File: src/rtl/shf_pkg.sv
package shf_pkg;

  typedef enum logic [1:0] {
    SK_LSL  = 2'd0,
    SK_LSR  = 2'd1,
    SK_ASR  = 2'd2,
    SK_RSVD = 2'd3
  } shf_kind_e;

  localparam int unsigned SHF_DEF_WIDTH = 32;

endpackage

File: src/rtl/shf_count_reduce.sv
module shf_count_reduce #(
  parameter int unsigned CNT_IN_W = 8,
  parameter int unsigned CNT_W    = 6
) (
  input  logic [CNT_IN_W-1:0] cnt_in,
  output logic [CNT_W-1:0]    cnt_eff,
  output logic                cnt_zero
);

  logic unused_cnt_hi;

  generate
    if (CNT_IN_W > CNT_W) begin : g_trim
      assign cnt_eff       = cnt_in[CNT_W-1:0];
      assign unused_cnt_hi = ^cnt_in[CNT_IN_W-1:CNT_W];
    end else begin : g_pass
      assign cnt_eff       = CNT_W'(cnt_in);
      assign unused_cnt_hi = 1'b0;
    end
  endgenerate

  assign cnt_zero = (cnt_eff == '0);

endmodule

File: src/rtl/shf_lane.sv
module shf_lane
  import shf_pkg::*;
#(
  parameter int unsigned WIDTH = 32,
  parameter int unsigned CNT_W = 6,
  parameter shf_kind_e   KIND  = SK_LSL
) (
  input  logic [WIDTH-1:0] x,
  input  logic [CNT_W-1:0] c,
  output logic [WIDTH-1:0] res,
  output logic             cy
);

  localparam logic [CNT_W-1:0] W_CNT = CNT_W'(WIDTH);

  // Left logical: shift by c-1, take the top bit as carry, then one more.
  function automatic logic [WIDTH:0] f_lsl(input logic [WIDTH-1:0] v,
                                           input logic [CNT_W-1:0] n);
    logic [WIDTH-1:0] pre;
    if (n > W_CNT) return '0;
    pre = v << (n - 1'b1);
    return {pre[WIDTH-1], pre << 1};
  endfunction

  // Right logical: shift by c-1, carry is the bottom bit.
  function automatic logic [WIDTH:0] f_lsr(input logic [WIDTH-1:0] v,
                                           input logic [CNT_W-1:0] n);
    logic [WIDTH-1:0] pre;
    if (n > W_CNT) return '0;
    pre = v >> (n - 1'b1);
    return {pre[0], pre >> 1};
  endfunction

  // Right arithmetic: counts at or past the width saturate to the width.
  function automatic logic [WIDTH:0] f_asr(input logic [WIDTH-1:0] v,
                                           input logic [CNT_W-1:0] n);
    logic [CNT_W-1:0] sat;
    logic [WIDTH-1:0] pre;
    logic [WIDTH-1:0] fin;
    sat = (n > W_CNT) ? W_CNT : n;
    pre = WIDTH'($signed(v) >>> (sat - 1'b1));
    fin = WIDTH'($signed(pre) >>> 1);
    return {pre[0], fin};
  endfunction

  logic [WIDTH:0] packed_out;

  generate
    if (KIND == SK_LSL) begin : g_lsl
      assign packed_out = f_lsl(x, c);
    end else if (KIND == SK_LSR) begin : g_lsr
      assign packed_out = f_lsr(x, c);
    end else begin : g_asr
      assign packed_out = f_asr(x, c);
    end
  endgenerate

  assign res = packed_out[WIDTH-1:0];
  assign cy  = packed_out[WIDTH];

endmodule

File: src/rtl/shf_out_reg.sv
module shf_out_reg #(
  parameter int unsigned WIDTH = 32
) (
  input  logic             clk,
  input  logic             rst_n,
  input  logic             take,
  input  logic             keep_carry,
  input  logic [WIDTH-1:0] nxt_data,
  input  logic             nxt_carry,
  output logic             q_valid,
  output logic [WIDTH-1:0] q_data,
  output logic             q_carry,
  output logic             q_extend
);

  logic carry_sel;

  assign carry_sel = keep_carry ? q_carry : nxt_carry;

  always_ff @(posedge clk) begin
    if (!rst_n) begin
      q_valid  <= 1'b0;
      q_data   <= '0;
      q_carry  <= 1'b0;
      q_extend <= 1'b0;
    end else begin
      q_valid <= take;
      if (take) begin
        q_data   <= nxt_data;
        q_carry  <= carry_sel;
        q_extend <= carry_sel;
      end
    end
  end

endmodule

File: src/rtl/shift_carry_unit.sv
module shift_carry_unit
  import shf_pkg::*;
#(
  parameter int unsigned WIDTH    = SHF_DEF_WIDTH,
  parameter int unsigned CNT_IN_W = 8
) (
  input  logic                clk,
  input  logic                rst_n,
  input  logic                in_valid,
  input  logic [1:0]          in_kind,
  input  logic [WIDTH-1:0]    in_data,
  input  logic [CNT_IN_W-1:0] in_count,
  output logic                out_valid,
  output logic [WIDTH-1:0]    out_data,
  output logic                out_carry,
  output logic                out_extend
);

  localparam int unsigned CNT_W   = $clog2(WIDTH) + 1;
  localparam int unsigned N_LANES = 3;

  logic [CNT_W-1:0] eff_cnt;
  logic             cnt_zero;
  logic             kind_rsvd;
  logic             keep_carry;
  logic [WIDTH-1:0] lane_res [N_LANES];
  logic             lane_cy  [N_LANES];
  logic [WIDTH-1:0] sel_res;
  logic             sel_cy;

  shf_count_reduce #(.CNT_IN_W(CNT_IN_W), .CNT_W(CNT_W)) u_cnt (
    .cnt_in   (in_count),
    .cnt_eff  (eff_cnt),
    .cnt_zero (cnt_zero)
  );

  generate
    for (genvar k = 0; k < N_LANES; k++) begin : g_lane
      shf_lane #(.WIDTH(WIDTH), .CNT_W(CNT_W), .KIND(shf_kind_e'(k))) u_lane (
        .x   (in_data),
        .c   (eff_cnt),
        .res (lane_res[k]),
        .cy  (lane_cy[k])
      );
    end
  endgenerate

  assign kind_rsvd  = (shf_kind_e'(in_kind) == SK_RSVD);
  assign keep_carry = cnt_zero || kind_rsvd;

  always_comb begin
    sel_res = lane_res[0];
    sel_cy  = lane_cy[0];
    unique case (shf_kind_e'(in_kind))
      SK_LSL:  begin sel_res = lane_res[0]; sel_cy = lane_cy[0]; end
      SK_LSR:  begin sel_res = lane_res[1]; sel_cy = lane_cy[1]; end
      SK_ASR:  begin sel_res = lane_res[2]; sel_cy = lane_cy[2]; end
      default: begin sel_res = in_data;     sel_cy = 1'b0;       end
    endcase
    if (cnt_zero) sel_res = in_data;
  end

  shf_out_reg #(.WIDTH(WIDTH)) u_oreg (
    .clk        (clk),
    .rst_n      (rst_n),
    .take       (in_valid),
    .keep_carry (keep_carry),
    .nxt_data   (sel_res),
    .nxt_carry  (sel_cy),
    .q_valid    (out_valid),
    .q_data     (out_data),
    .q_carry    (out_carry),
    .q_extend   (out_extend)
  );

endmodule

File: config.mk
export PLATFORM = sky130hd
export DESIGN_NAME = shift_carry_unit
export DESIGN_NICKNAME = d
export VERILOG_FILES = /design/src/rtl/shf_pkg.sv /design/src/rtl/shf_count_reduce.sv /design/src/rtl/shf_lane.sv /design/src/rtl/shf_out_reg.sv /design/src/rtl/shift_carry_unit.sv
export SDC_FILE = /design/constraint.sdc
export NUM_CORES = 1
export LEC_CHECK = 0
export ABC_AREA = 1
export CAP_MARGIN = 40
export CORE_MARGIN = 5
export CORE_UTILIZATION = 65
export DETAILED_ROUTE_END_ITERATION = 6
export DONT_BUFFER_PORTS = 1
export GPL_TIMING_DRIVEN = 0
export MAX_ROUTING_LAYER = met4
export PLACE_DENSITY = 0.85
export SLEW_MARGIN = 20
export SYNTH_ARGS = -nofsm -noshare
export SYNTH_HDL_FRONTEND = slang
export SYNTH_HIERARCHICAL = 1
export SYNTH_SLANG_ARGS = --single-unit
File: constraint.sdc
create_clock -name clk -period 4.7 [get_ports clk]
set_input_delay 0.235 -clock clk [delete_from_list [all_inputs] [get_ports clk]]
set_output_delay 0.235 -clock clk [all_outputs]
set_load 0.01 [all_outputs]
==> impl_metrics.toml, run 1 <==
[synth]
syn_area_per_cell_um2 = 5.01
yosys_register_bits = 34
yosys_warnings = 6
synthCells = 1673
netlist_area_um2 = 8380
synth_nets = 1723
yosysUniqueCellTypes = 32
synth-seq-area-share_pct = 8.13

[final_layout]
nNetsFinal = 1730
final_area_um2 = 8790
final_cells = 1853
drive_above_1_share_pct = 11.5
antennaDiodeCount = 0
syn2layout_area_growth_pct = 4.94
fillCellCount = 1269

[power]
p_comb_share_pct = 61.2
irDropWorstVdd_v = 0.000139
p_sw_share_pct = 49.0
p_clk_share_pct = 21.8
leakage_nw = 4.70
p_per_area_nw_per_um2 = 228
power.switching_mw = 0.982
power_frac_seq_pct = 17.0
p_int_mw = 1.02

[clock_tree]
cts_num_sinks = 34
clockBufferDepth = 2
cts_hold_buf = 0
worstSkewPairLatency_ns = 0.27
post_cts_buffers = 0
cts_inserted_buffers = 5
cts_tree = "yes"
cts-root-buf = "clkbuf_16"
cts-htree-levels = 2
ctsResizeCount = 0
clk_pin_slew_ns = 0.05

[floorplan]
start_util_pct = 66.4
coreArea_um2 = 12600
die_h_um = 124
die_w_um = 124
ioPinCount = 80
dieArea_um2 = 15300
placementRows = 41

[global_route]
grt_pass1_wl_mm = 56.1
grt_util_all_layers_pct = 49.2
grt_max_degree = 13
grt_pass1_vias = 10500
antenna_found_initial = 0
overflow = 0

[routing]
wl_per_cell_um = 20.1
finalWirelength_mm = 37.2
drc = 38
drtPass1Iterations = 7
drt-initial-drc-count = 2452
vias = 12200
via_per_inst = 6.57
drt.antenna.violating_nets = 0

[min_path]
holdPathStages = 2
hold_class = "in2reg"

[worst_setup_path]
reg2reg_depth = 2
cp.arrival_ns = 3.34
crit_chain = "buf_4 -> inv_2 -> nand2_2 -> buf_2 -> ha_1 -> clkbuf_1 -> buf_1 -> nand3_1 -> nand3_1 -> nand3_1 -> nand3_1 -> nand3_1 -> nand3_1 -> nand2_1 -> nor2_1 -> nor2_1 -> nor2_1 -> nor2_1"
rrSetupSlack_ns = 3.90
crit_top_cell = "nand3_1"
crit_required_ns = 4.87
crit_cells = 18
cp_top_family = "simple AND/OR/NAND/NOR gates"
critPathKind = "in2reg"
crit_path_top_delay_cell = "buf_1"
critPathMaxFanout = 10
cp-end-kind = "flop"
critPathBufInv = 5
max_stage_delay_ns = 0.47
cp-start-kind = "input pin"

[placement]
dp_cells = 1845
dp_hpwl_mm = 28.0
place_congestion = 1.25
place_area_um2 = 8590
io_buffers = 0

[timing]
drv_slew = 0
fin_crit_sh_pct = 67.4
finalClockSkew_ns = 0
hold_violations = 0
slew_headroom_pct = 59.0
period_needed_ns = 3.17
tns_ns = 0
grt_setup_unrepaired = "no"
tightest_slew_ns = 0.615
setup_violations = 0
max_freq_mhz = 316

[status]
violations = "DRC"
outcome = "finished with violations"

[flow_run]
max_cap_violations = 0
power groups by stage:
stage               Clock, mW  Combinational [mW]  Sequential (mW)
floorplan                   0               0.883            0.340
global placement            0                1.14            0.345
detailed placement          0                1.16            0.346
CTS                     0.439                1.16            0.341
global route            0.451                1.32            0.343
finish                  0.436                1.23            0.340
final timing paths:
check / from / end
max reg2reg: u_oreg/q_data[25] / u_oreg/q_data[25]
min: rst_n / u_oreg/q_data[30]
max: in_count[5] / u_oreg/q_data[13]
min reg2reg: u_oreg/q_data[18] / u_oreg/q_data[18]
cell type report:
type                            instances  area (µm²)  share of cell area [%]
Clock inverter                          2        60.1                   0.683
Clock buffer                            6         139                    1.58
Tap cell                              172         215                    2.45
Buffer                                130         885                    10.1
Inverter                               53         211                    2.41
Multi-Input combinational cell       1456        6600                    75.1
Sequential cell                        34         681                    7.74
state kept, by name (all words and copies together), names as in the netlist:
signal and count:
u_oreg/q_data 32, u_oreg/q_carry 1, u_oreg/q_valid 1
cells in the final DEF (no fill, tap or decap), types with 3 or more instances in the layout:
master	netlist	routed
nand2_2	13	13
dfxtp_1	34	34
ha_1	5	5
clkbuf_1	7	7
nor2_2	21	21
nor2_4	3	3
nand2_4	3	3
inv_1	38	38
nand3_2	5	5
buf_6	18	18
nand3_1	631	631
clkbuf_16	0	5
a21oi_1	4	4
buf_1	4	4
nor2_1	188	188
o21ai_0	10	10
buf_4	40	40
nor3_1	6	6
inv_2	12	12
a21oi_4	3	3
nand2_1	529	529
o21ai_1	27	27
buf_2	58	58
cells in the mapped netlist (all sizes together):
cell type / instances / area share [%]
nand2: 545 / 25
ha: 5 / 0.75
a21oi: 7 / 0.82
xor2: 1 / 0.33
o21ai: 38 / 2.3
conb: 2 / 0.090
dfxtp: 34 / 8.1
nor2: 212 / 10
buf: 123 / 10
nand3: 636 / 38
nand4: 2 / 0.15
clkbuf: 7 / 0.31
nor3: 7 / 0.48
inv: 53 / 2.5
or2: 1 / 0.075
stage by stage:
stage               util [%]  total power [mW]  hold WS [ns]  setup slack [ns]
floorplan                  -              1.22         0.371              2.19
global placement        68.1              1.49         0.379              1.41
detailed placement      68.1              1.50         0.383              1.42
CTS                     69.7              1.94         0.102              1.69
global route            69.7              2.12         0.108              1.32
finish                  69.7              2.00         0.109              1.53
per-layer routing:
metal | GRT usage, % | vias up | share of wire, %
li1 | - | 5586 | -
met1 | 62.4 | 5261 | 36
met2 | 68.1 | 1074 | 38
met3 | 15.8 | 244 | 17
met4 | 28.0 | 0 | 8.1
met5 | - | - | 0
cells by family after synthesis:
| logic type | Yosys count | synth area share (%) |
|---|---|---|
| DFF | 34 | 8.13 |
| adders and majority gates | 5 | 0.747 |
| AOI/OAI and AO/OA | 45 | 3.14 |
| other | 2 | 0.0897 |
| xor gates and xnor gates | 1 | 0.329 |
| buffers and inverters | 183 | 13.1 |
| and+or+nand+nor | 1403 | 74.5 |
Power figures use the tool's default switching activity.
==> run 2: changes to the inputs <==
Clock period 4.7 ns to 3.3 ns, I/O delays scaled along.
==> run 2 against run 1 <==
The run still ends with DRC left. Count of clock-buffer cells in the layout unchanged. Non-clock buffer count shrank 1. First-iteration DRC count down 3.4%. Combinational power up 42%. Register-to-register slack got worse by 1.4 ns. Final cell count about the same. Critical path depth up 1. Sequential power increased by 43%. Critical path type unchanged.
==> impl_metrics.toml, run 2 (same netlist as run 1, synthesis figures left out) <==
[timing]
grt_setup_unrepaired = "no"
tightest_slew_ns = 0.598
setup_violations = 0
drv_slew = 0
fin_crit_sh_pct = 91.9
fin_ws_ns = 0.268
tns_ns = 0
period_needed_ns = 3.03
slew_headroom_pct = 60.1
finalClockSkew_ns = 0
max_freq_mhz = 330
hold_violations = 0

[floorplan]
start_util_pct = 66.4
coreArea_um2 = 12600
dieArea_um2 = 15300
placementRows = 41
die_w_um = 124
ioPinCount = 80
die_h_um = 124

[clock_tree]
cts_inserted_buffers = 5
cts_num_sinks = 34
cts_tree = "yes"
clk_pin_slew_ns = 0.05
cts-root-buf = "clkbuf_16"
post_cts_buffers = 0
cts_hold_buf = 0
clockBufferDepth = 2
ctsResizeCount = 0
worstSkewPairLatency_ns = 0.27
cts-htree-levels = 2

[final_layout]
nNetsFinal = 1729
largest_register = "u_oreg/q_data"
fillCellCount = 1269
final_common_cell = "nand3_1"
syn2layout_area_growth_pct = 4.90
final_area_um2 = 8790
antennaDiodeCount = 0
drive_above_1_share_pct = 11.5
reg.largest.list = "u_oreg/q_data x32, u_oreg/q_carry x1, u_oreg/q_valid x1"
final_cell_mix = "nand3_1, nand2_1, nor2_1, buf_2, buf_4"
largest_register_ff_count = 32

[global_route]
grt_pass1_vias = 10500
grt_pass1_wl_mm = 56.1
antenna_found_initial = 0
overflow = 0
grt_max_degree = 13
grt_util_all_layers_pct = 49.2

[worst_setup_path]
cp-end-kind = "flop"
reg2reg_depth = 2
critPathMaxFanout = 10
cp-start-kind = "input pin"
crit_required_ns = 3.51
critPathKind = "in2reg"
cp.arrival_ns = 3.24

[min_path]
holdPathStages = 2
hold_class = "in2reg"

[routing]
vias = 12200
finalWirelength_mm = 37.2
drt-initial-drc-count = 2369
drc = 14
via_per_inst = 6.56
wl_per_cell_um = 20.1
drtPass1Iterations = 7
drt.antenna.violating_nets = 0

[placement]
place_area_um2 = 8590
dp_slack_ns = 0.0867
io_buffers = 0
place_congestion = 1.25
dp_hpwl_mm = 28.0

[status]
outcome = "finished with violations"
violations = "DRC"

[flow_run]
max_cap_violations = 0

[power]
p_per_area_nw_per_um2 = 325
leakage_nw = 4.69
irDropWorstVdd_v = 0.000200
## run 2: cell types whose count changed in the layout (fill, tap and decap cells not counted)
cell | previous run | this run
clkbuf_1 | 7 | 6
## run 2: worst paths after layout
check / slack, ns / to / start
worst max-delay path: 0.27 / u_oreg/q_data[9] / in_count[5]
worst min register to register: 0.55 / u_oreg/q_data[18] / u_oreg/q_data[18]
worst max register to register: 2.48 / u_oreg/q_data[25] / u_oreg/q_data[25]
worst min-delay path: 0.04 / u_oreg/q_data[29] / rst_n
## run 2: critical path, cell delays in order
cell and delay (ns):
buf_4 0.14, inv_2 0.11, nand2_2 0.16, buf_2 0.23, ha_1 0.44, inv_1 0.19, clkbuf_1 0.40, nand3_1 0.19
nand3_1 0.16, nand3_1 0.11, nand2_1 0.10, nand2_1 0.06, nand3_1 0.10, nand3_1 0.10, nand2_1 0.10, nor2_1 0.05
nor2_1 0.18, nor2_1 0.11, nor2_1 0.13
## run 2: layout make-up
| type | count | area [µm²] | area share (%) |
|---|---|---|---|
| clock buffers | 6 | 139 | 1.58 |
| multi-input cells | 1456 | 6600 | 75.1 |
| inverters | 53 | 211 | 2.41 |
| well taps | 172 | 215 | 2.45 |
| flip-flops and latches | 34 | 681 | 7.75 |
| plain buffers | 129 | 881 | 10.0 |
| clock inverters | 2 | 60.1 | 0.684 |
## run 2: power breakdown
group,internal [mW],switching (mW)
Combinational,0.559,1.19
Sequential,0.444,0.0403
Clock,0.453,0.169
## run 2: per-stage QoR
stage	power, mW	hold slack, ns	utilization, %	instances
after global routing	3.02	0.0383	69.6	1852
final	2.86	0.0357	69.6	1852
after global placement	2.12	0.309	68.1	1845
after floorplan	1.74	0.301	-	1673
after detailed placement	2.14	0.313	68.1	1845
after CTS	2.77	0.0319	69.7	1853
## run 2: routing by layer
layer	wire, µm	GRT usage, %	part of all wire [%]
met5	0	-	0
met1	13500	62.4	36
met4	2910	28.0	7.8
met2	14300	68.1	39
met3	6390	15.8	17
